**src/rtl/cc_flag_pkg.sv**
```systemverilog
package cc_flag_pkg;
  typedef enum logic [3:0] {
    OP_COPY  = 4'd0,
    OP_ADD   = 4'd1,
    OP_SUB   = 4'd2,
    OP_ADC   = 4'd3,
    OP_SBB   = 4'd4,
    OP_LOGIC = 4'd5,
    OP_MUL   = 4'd6,
    OP_MULL  = 4'd7
  } cc_op_e;

  typedef struct packed {
    logic n;
    logic z;
    logic c;
    logic v;
  } nzcv_t;

  localparam int unsigned FLAG_COUNT = 4;
endpackage

```
**src/rtl/cc_addsub.sv**
```systemverilog
module cc_addsub #(
  parameter int unsigned W = 32
) (
  input  logic [W-1:0] lhs,
  input  logic [W-1:0] rhs,
  input  logic         cin,
  input  logic         sub,
  output logic [W-1:0] res,
  output logic         carry,
  output logic         ovf
);
  localparam int unsigned MSB = W - 1;

  // Subtraction is done as lhs + ~rhs + cin; the carry-out is then not-borrow.
  function automatic logic [W:0] add_wide(input logic [W-1:0] x, input logic [W-1:0] y,
                                          input logic ci);
    return {1'b0, x} + {1'b0, y} + {{W{1'b0}}, ci};
  endfunction

  // Signed overflow: operands share a sign and the result sign differs.
  function automatic logic sign_ovf(input logic xs, input logic ys, input logic rs);
    return (xs == ys) && (rs != xs);
  endfunction

  logic [W-1:0] rhs_eff;
  logic [W:0]   sum_w;

  always_comb begin
    rhs_eff = sub ? ~rhs : rhs;
    sum_w   = add_wide(lhs, rhs_eff, cin);
    res     = sum_w[W-1:0];
    carry   = sum_w[W];
    ovf     = sign_ovf(lhs[MSB], rhs_eff[MSB], sum_w[MSB]);
  end
endmodule

```
**src/rtl/cc_op_guard.sv**
```systemverilog
module cc_op_guard
  import cc_flag_pkg::*;
#(
  parameter int unsigned W = 32
) (
  input  logic [3:0]   op_code,
  input  logic [W-1:0] dep_b,
  input  logic [W-1:0] dep_c,
  output logic         bad_code,
  output logic         bad_operand
);
  // True when any bit at or above position keep is set.
  function automatic logic above(input logic [W-1:0] x, input int unsigned keep);
    return (x >> keep) != '0;
  endfunction

  always_comb begin
    bad_code    = 1'b0;
    bad_operand = 1'b0;
    unique case (op_code)
      OP_COPY, OP_ADD, OP_SUB: ;
      OP_ADC, OP_SBB:          bad_operand = above(dep_c, 1);
      OP_LOGIC:                bad_operand = above(dep_b, 1) || above(dep_c, 1);
      OP_MUL, OP_MULL:         bad_operand = above(dep_c, 2);
      default:                 bad_code = 1'b1;
    endcase
  end
endmodule

```
**src/rtl/cc_flag_eval.sv**
```systemverilog
module cc_flag_eval
  import cc_flag_pkg::*;
#(
  parameter int unsigned W          = 32,
  parameter bit          REGISTERED = 1'b1
) (
  input  logic         clk,
  input  logic         rst,
  input  logic         in_valid,
  input  logic [3:0]   op_code,
  input  logic [W-1:0] dep_a,
  input  logic [W-1:0] dep_b,
  input  logic [W-1:0] dep_c,
  input  logic [1:0]   flag_sel,
  output logic         out_valid,
  output logic [W-1:0] flags_packed,
  output logic         flag_bit,
  output logic         op_err
);
  localparam int unsigned MSB = W - 1;
  localparam int unsigned PAD = W - FLAG_COUNT;

  logic         as_sub, as_cin;
  logic [W-1:0] as_res;
  logic         as_carry, as_ovf;
  logic         bad_code, bad_operand, err_now;
  nzcv_t        raw_f, eval_f;
  logic [W-1:0] packed_now;
  logic         bit_now;

  always_comb begin
    as_sub = (op_code == OP_SUB) || (op_code == OP_SBB);
    unique case (op_code)
      OP_SUB:         as_cin = 1'b1;
      OP_ADC, OP_SBB: as_cin = dep_c[0];
      default:        as_cin = 1'b0;
    endcase
  end

  cc_addsub #(.W(W)) u_addsub (
    .lhs(dep_a), .rhs(dep_b), .cin(as_cin), .sub(as_sub),
    .res(as_res), .carry(as_carry), .ovf(as_ovf)
  );

  cc_op_guard #(.W(W)) u_guard (
    .op_code(op_code), .dep_b(dep_b), .dep_c(dep_c),
    .bad_code(bad_code), .bad_operand(bad_operand)
  );

  always_comb begin
    raw_f = '0;
    unique case (op_code)
      OP_COPY: raw_f = dep_a[MSB -: FLAG_COUNT];
      OP_ADD, OP_SUB, OP_ADC, OP_SBB:
        raw_f = '{n: as_res[MSB], z: (as_res == '0), c: as_carry, v: as_ovf};
      OP_LOGIC:
        raw_f = '{n: dep_a[MSB], z: (dep_a == '0), c: dep_b[0], v: dep_c[0]};
      OP_MUL:
        raw_f = '{n: dep_a[MSB], z: (dep_a == '0), c: dep_c[1], v: dep_c[0]};
      OP_MULL:
        raw_f = '{n: dep_b[MSB], z: ((dep_a | dep_b) == '0), c: dep_c[1], v: dep_c[0]};
      default: raw_f = '0;
    endcase
    err_now    = bad_code || bad_operand;
    eval_f     = err_now ? '0 : raw_f;
    packed_now = {eval_f, {PAD{1'b0}}};
    bit_now    = eval_f[FLAG_COUNT - 1 - flag_sel];
  end

  generate
    if (REGISTERED) begin : g_reg
      always_ff @(posedge clk) begin
        if (rst) begin
          out_valid    <= 1'b0;
          flags_packed <= '0;
          flag_bit     <= 1'b0;
          op_err       <= 1'b0;
        end else begin
          out_valid    <= in_valid;
          flags_packed <= packed_now;
          flag_bit     <= bit_now;
          op_err       <= err_now;
        end
      end
    end else begin : g_comb
      always_comb begin
        out_valid    = in_valid;
        flags_packed = packed_now;
        flag_bit     = bit_now;
        op_err       = err_now;
      end
    end
  endgenerate
endmodule

```
**config.mk**
```make
export PLATFORM = sky130hd
export DESIGN_NAME = cc_flag_eval
export DESIGN_NICKNAME = d
export VERILOG_FILES = /design/src/rtl/cc_flag_pkg.sv /design/src/rtl/cc_addsub.sv /design/src/rtl/cc_op_guard.sv /design/src/rtl/cc_flag_eval.sv
export SDC_FILE = /design/constraint.sdc
export NUM_CORES = 1
export LEC_CHECK = 0
export BUFFER_PORTS_ARGS = -buffer_cell sky130_fd_sc_hd__buf_2
export CORE_MARGIN = 1
export CORE_UTILIZATION = 45
export DETAILED_ROUTE_END_ITERATION = 8
export PLACE_DENSITY = 0.81
export REMOVE_ABC_BUFFERS = 1
export SLEW_MARGIN = 20
export SYNTH_ARGS = -nofsm -noshare
export SYNTH_HDL_FRONTEND = slang
export SYNTH_HIERARCHICAL = 1
export SYNTH_SLANG_ARGS = --single-unit
```
**constraint.sdc**
```tcl
create_clock -name clk -period 6.1 [get_ports clk]
set_input_delay 0.305 -clock clk [delete_from_list [all_inputs] [get_ports clk]]
set_output_delay 0.305 -clock clk [all_outputs]
set_load 0.1 [all_outputs]
```
* Word level (Yosys, flattened, before mapping)
Cells that the tools add are included.
** Word-level totals
- Logic and storage cells :: 43
- Flip-flop bits (word level) :: 35
- Bits of input ports :: 105
- Output and inout bits :: 35
** Cells by class
- Add/sub/neg operators :: 3
- Equal/unequal tests :: 9
- Mux-type cells :: 8
- Reductions and logical operators :: 15
- Order comparisons :: 1
- Bitwise logic cells :: 2
** Operators with widths (count)
- logical NOT 32 bit :: 3
- nonzero test 32 bit :: 3
- adder 32 x 32 -> 33 bit :: 1
- adder 33 x 1 -> 33 bit :: 1
- < comparator 32 x 3 -> 1 bit (second input constant) :: 1
- 2-to-1 mux 32 bit :: 1
- inverter 32 bit :: 1
- OR 32 bit :: 1
- case mux 4 bit (5 select lines) :: 1
- == test 4 x 3 -> 1 bit (second input constant) :: 4
- == test 4 x 2 -> 1 bit (second input constant) :: 2
- OR reduction 8 bit :: 1
- == test 4 x 1 -> 1 bit (second input constant) :: 1
- logical NOT 4 bit :: 1
- 2-to-1 mux 4 bit :: 1
- OR reduction 2 bit :: 2
- OR reduction 4 bit :: 1
- logical OR 1 bit :: 3
- case mux 1 bit (3 select lines) :: 1
- subtractor 2 x 2 -> 3 bit (first input constant) :: 1
- binary-select mux 1 bit (select 2 bit) :: 1
- 2-to-1 mux 1 bit :: 2
- case mux 1 bit (2 select lines) :: 1
- == test 1 bit :: 1
- other kinds (2) :: 2

* Depth between registers and ports, before layout
- Depth in word-level cells :: 11
- Gate-level depth with buffers :: 21
- Mapped depth without buffers :: 20

* Modules after synthesis
Netlist, hierarchy kept.
** Modules (own cells, without submodules)
- cc_addsub :: area an instance 2073.2 µm², cells each 289, sequential area each 0.0 µm², times used 1
- cc_flag_eval :: area an instance 912.1 µm², cells each 119, sequential area each 140.1 µm², times used 1
- cc_op_guard :: area an instance 212.7 µm², cells each 31, sequential area each 0.0 µm², times used 1

* Worst setup path before layout
No wires, ideal clock.
- Kind :: in2reg
- From :: input port op_code[2]
- To :: register flag_bit
- Required time :: 6026 ps
- Cell stages on the path :: 20
- Path buffers :: 3
- Arrival time :: 4404 ps
- Setup time :: 74 ps
- Path slack :: 1622 ps
- Cells stage by stage :: buf_4 > xnor2_1 > nor3_1 > clkbuf_1 > buf_1 > xnor2_1 > fa_1 > fa_1 > nor2b_1 > o2111ai_1 > nand2_1 > a41oi_4 > o21ai_0 > a21oi_1 > xnor2_1 > nor4_1 > nand4_1 > o31a_1 > o32a_1 > o22ai_2
** On the way
- Elaborated cells between the ends (all ways) :: 28
- Classes of those cells :: add/sub (2); eq/ne (9); mux (8); reduce/logical (9)
** RTL lines
- start, declared :: RTL line cc_flag_eval.sv:10 : input logic [3:0] op_code,
- == test 4 x 2 -> 1 bit or == test 4 x 3 -> 1 bit (tied branches) :: RTL line cc_flag_eval.sv:32 : as_sub = (op_code == OP_SUB) || (op_code == OP_SBB);
- logical OR 1 bit (*) :: RTL line cc_flag_eval.sv:32
- named net as_sub :: RTL line cc_flag_eval.sv:23 : logic as_sub, as_cin;
- 2-to-1 mux 32 bit (*) :: RTL line cc_addsub.sv:29 : rhs_eff = sub ? ~rhs : rhs;
- adder 32 x 32 -> 33 bit (*) :: RTL line cc_addsub.sv:17 : return {1'b0, x} + {1'b0, y} + {{W{1'b0}}, ci};
- adder 33 x 1 -> 33 bit (*) :: RTL line cc_addsub.sv:17
- named net as_res[26] :: RTL line cc_flag_eval.sv:24 : logic [W-1:0] as_res;
- logical NOT 32 bit (*) :: RTL line cc_flag_eval.sv:55 : raw_f = '{n: as_res[MSB], z: (as_res == '0), c: as_carry, v: as_ovf};
- case mux 4 bit (5 select lines) (*) :: RTL line cc_flag_eval.sv:52 : unique case (op_code)
- 2-to-1 mux 4 bit (*) :: RTL line cc_flag_eval.sv:65 : eval_f = err_now ? '0 : raw_f;
- binary-select mux 1 bit (select 2 bit) (*) :: RTL line cc_flag_eval.sv:67 : bit_now = eval_f[FLAG_COUNT - 1 - flag_sel];
- 2-to-1 mux 1 bit (not written as such) (*) :: RTL line cc_flag_eval.sv:67
- end signal, assigned :: RTL line cc_flag_eval.sv:81 : flag_bit <= bit_now;
- end, declared :: RTL line cc_flag_eval.sv:17 : output logic flag_bit,
The timed path passes the listed nets; every way through them passes the cells marked *. The select of a mux whose other input is x is not followed.
A chain may end at the register's enable or synchronous reset.

* Worst setup path in the final report
- From :: input port op_code[1]
- To :: register flag_bit
Same word-level chain as after synthesis.

==> results.json <==
{
  "status": "finished, final reports clean",
  "yosysMostFrequentCell": "xor2_1",
  "final_max_slew_viol_count": 0,
  "final_nets": 677,
  "final_area_sq_mm": 0.003747,
  "row_count": 30,
  "synth_seq_cells": 7,
  "core_area_sq_mm": 0.006832,
  "synth_warnings": 6,
  "cts-root-buf": "clkbuf_8",
  "fmax_mhz": 226.7,
  "cp_slowest_cell": "o21ai_0",
  "worstSetupEndpointType": "flop",
  "drc_errors": 0,
  "clock-sinks": 7,
  "grt_max_degree": 17,
  "ioPinCount": 140,
  "port_buffers": 111,
  "crit_start": "op_code[1]",
  "drt-total-wl_microns": 10030,
  "worst-path-max-fanout": 16,
  "place.detailed.hpwl_microns": 8509,
  "placed_cells": 630,
  "dp_slack_ns": 1.520,
  "cts_tree": "built",
  "routedWlPerCell_microns": 15.82,
  "cap_violations": 0,
  "async_reset_ff_share_pct": 0,
  "hold_class": "input port to flop",
  "crit_buf_inv": 2,
  "grt_first_pass_wirelength_microns": 15480,
  "path_delay_family": "compound AO/OA/AOI/OAI gates",
  "cp_cell_sequence": "buf_2 -> xnor2_1 -> nor3_2 -> buf_4 -> xnor2_1 -> fa_1 -> fa_1 -> nor2b_1 -> o2111ai_1 -> nand2_1 -> a41oi_4 -> o21ai_0 -> a31oi_1 -> xnor2_1 -> nor4_1 -> nand4_1 -> o31a_1 -> o32a_1 -> o22ai_2",
  "antenna_found_initial": 0,
  "p_leak_nw": 1.750,
  "syn_to_final_growth_pct": 17.18,
  "synth.cell_area_sq_mm": 0.003198,
  "ys_seq_area_share_pct": 4.382,
  "post_cts_resized": 0,
  "ant_nets": 0,
  "ys_top_cells_by_count": "xor2_1, a21oi_1, nor4_1, ha_1, buf_4",
  "synth_flop_cell": "dfxtp_1",
  "clockBufferDepth": 2,
  "die_width_microns": 86.30,
  "p_per_area_mw_per_mm2": 168.2,
  "crit_type": "input port to flop",
  "synth_edf_count": 0,
  "synth_top_area_share_pct": 12.13,
  "gp_congestion": 1.000,
  "relSlewSlack_pct": 52.02,
  "grt-ovfl-total": 0,
  "ir_drop_uv": 94.07,
  "endpoint": "flag_bit",
  "critPathRequiredTime_ns": 6.26,
  "dr.pass1.iters": 4,
  "hold_viol_final": 0,
  "drt_iter0_drc": 286,
  "die_height_microns": 86.30,
  "stdcell_count": 634,
  "synth_top_cell_by_area": "ha_1",
  "grt_pass1_vias": 3241,
  "critical_path_depth": 19,
  "place_area_sq_mm": 0.003702,
  "cts_buffers": 3,
  "yosys-top-cells-area": "ha_1, xor2_1, buf_4",
  "cts_setup_buffers": 0,
  "synth.avg_cell_area_sq_um": 7.285,
  "final.setup.tns_ns": 0,
  "yosysUniqueCellTypes": 65,
  "setup_viol": 0,
  "cp-start-kind": "input port",
  "initial_core_util_pct": 46.81,
  "clkSlewWorstSetupHoldPaths_ns": 0.04,
  "die-area_sq_mm": 0.007448,
  "diodes": 0,
  "fin_crit_sh_pct": 72.30,
  "slowest_delay_ns": 0.48,
  "finalPower_uw": 630.3,
  "worstMarginPinSlew_ns": 0.7104,
  "num_vias": 3676,
  "postSynthCellCount": 439,
  "viasPerCell": 5.798,
  "cts_max_level": 1,
  "rsz0062_at_grt": "no",
  "critPathMostFrequentCell": "xnor2_1",
  "track_usage_pct": 25.67,
  "setup_ws_ns": 1.690,
  "critPathArrivalTime_ns": 4.57,
  "drive_gt1_share_pct": 24.54,
  "hold_buffers": 0,
  "fin_crit_ns": 4.410
}
-- power by group --
group / total, mW / internal, mW / switching, mW
sequential: 0.0483 / 0.0478 / 0.000494
combinational: 0.515 / 0.182 / 0.332
clock: 0.0674 / 0.0454 / 0.0220
-- through the flow --
stage	hold WS, ns	util [%]
floorplan	0.3766	-
global placement	0.5179	54.19
detailed placement	0.5432	54.19
CTS	0.3070	54.85
global route	0.3241	54.85
finish	0.3132	54.85
-- registers in the layout (all words and copies together) (netlist names) --
| signal | flops |
|---|---|
| flags_packed | 4 |
| op_err | 1 |
| out_valid | 1 |
| flag_bit | 1 |
-- area by class of cell --
type                       count  area (sq um)
tap                           96         120.1
fill                         659          3084
sequential                     7         140.1
timing repair buffer         113         570.5
inverter                      14         52.55
multi-input combinational    400          2819
clock buffer                   4         45.04
-- placed cells by master, fill, tap and decap left out, drive strengths merged, types with 3 or more instances in the layout --
cell,netlist,layout
nor2b,6,6
nand4,15,15
xnor2,24,24
o21a,8,8
o21ai,24,24
nor2,27,27
dfxtp,7,7
clkbuf,8,4
mux2i,5,5
nand2,30,30
a21o,10,10
nand2b,5,5
ha,31,31
nor3,7,7
xor2,40,40
a31oi,5,5
conb,1,28
a21oi,33,33
inv,14,14
o21bai,6,6
or3,4,4
a211oi,5,5
o211ai,4,4
nor4,36,36
nand3,7,7
buf,37,113
o41ai,3,3
-- how the worst min path moves through the flow --
stage / endpoint / slack [ns] / depth (start not counted) / from
2_1_floorplan: out_valid / 0.38 / 1 / rst
3_3_place_gp: out_valid / 0.52 / 2 / in_valid
3_5_place_dp: out_valid / 0.54 / 2 / rst
4_1_cts: out_valid / 0.31 / 2 / rst
5_1_grt: out_valid / 0.32 / 2 / rst
6_report: out_valid / 0.31 / 2 / in_valid
-- kinds of logic after synthesis --
group | after synthesis | share of synthesized area (%)
adders and majority gates | 33 | 13.38
xor gates and xnor gates | 64 | 17.53
buffers and inverters | 59 | 10.80
other | 1 | 0.1173
AOI/OAI and AO/OA | 120 | 25.98
muxes | 6 | 1.917
and+or+nand+nor | 149 | 25.90
DFF | 7 | 4.382
-- routing by layer --
| metal | track usage [%] | wire length (microns) | share of wire [%] | vias up |
|---|---|---|---|---|
| met1 | 34.68 | 4385 | 44 | 1685 |
| met5 | 0 | 0 | 0 | - |
| met3 | 1.429 | 680 | 6.8 | 22 |
| met2 | 44.23 | 4728 | 47 | 185 |
| met4 | 7.121 | 236 | 2.4 | 0 |
| li1 | - | - | - | 1784 |
(Power assumes the default switching activity.)
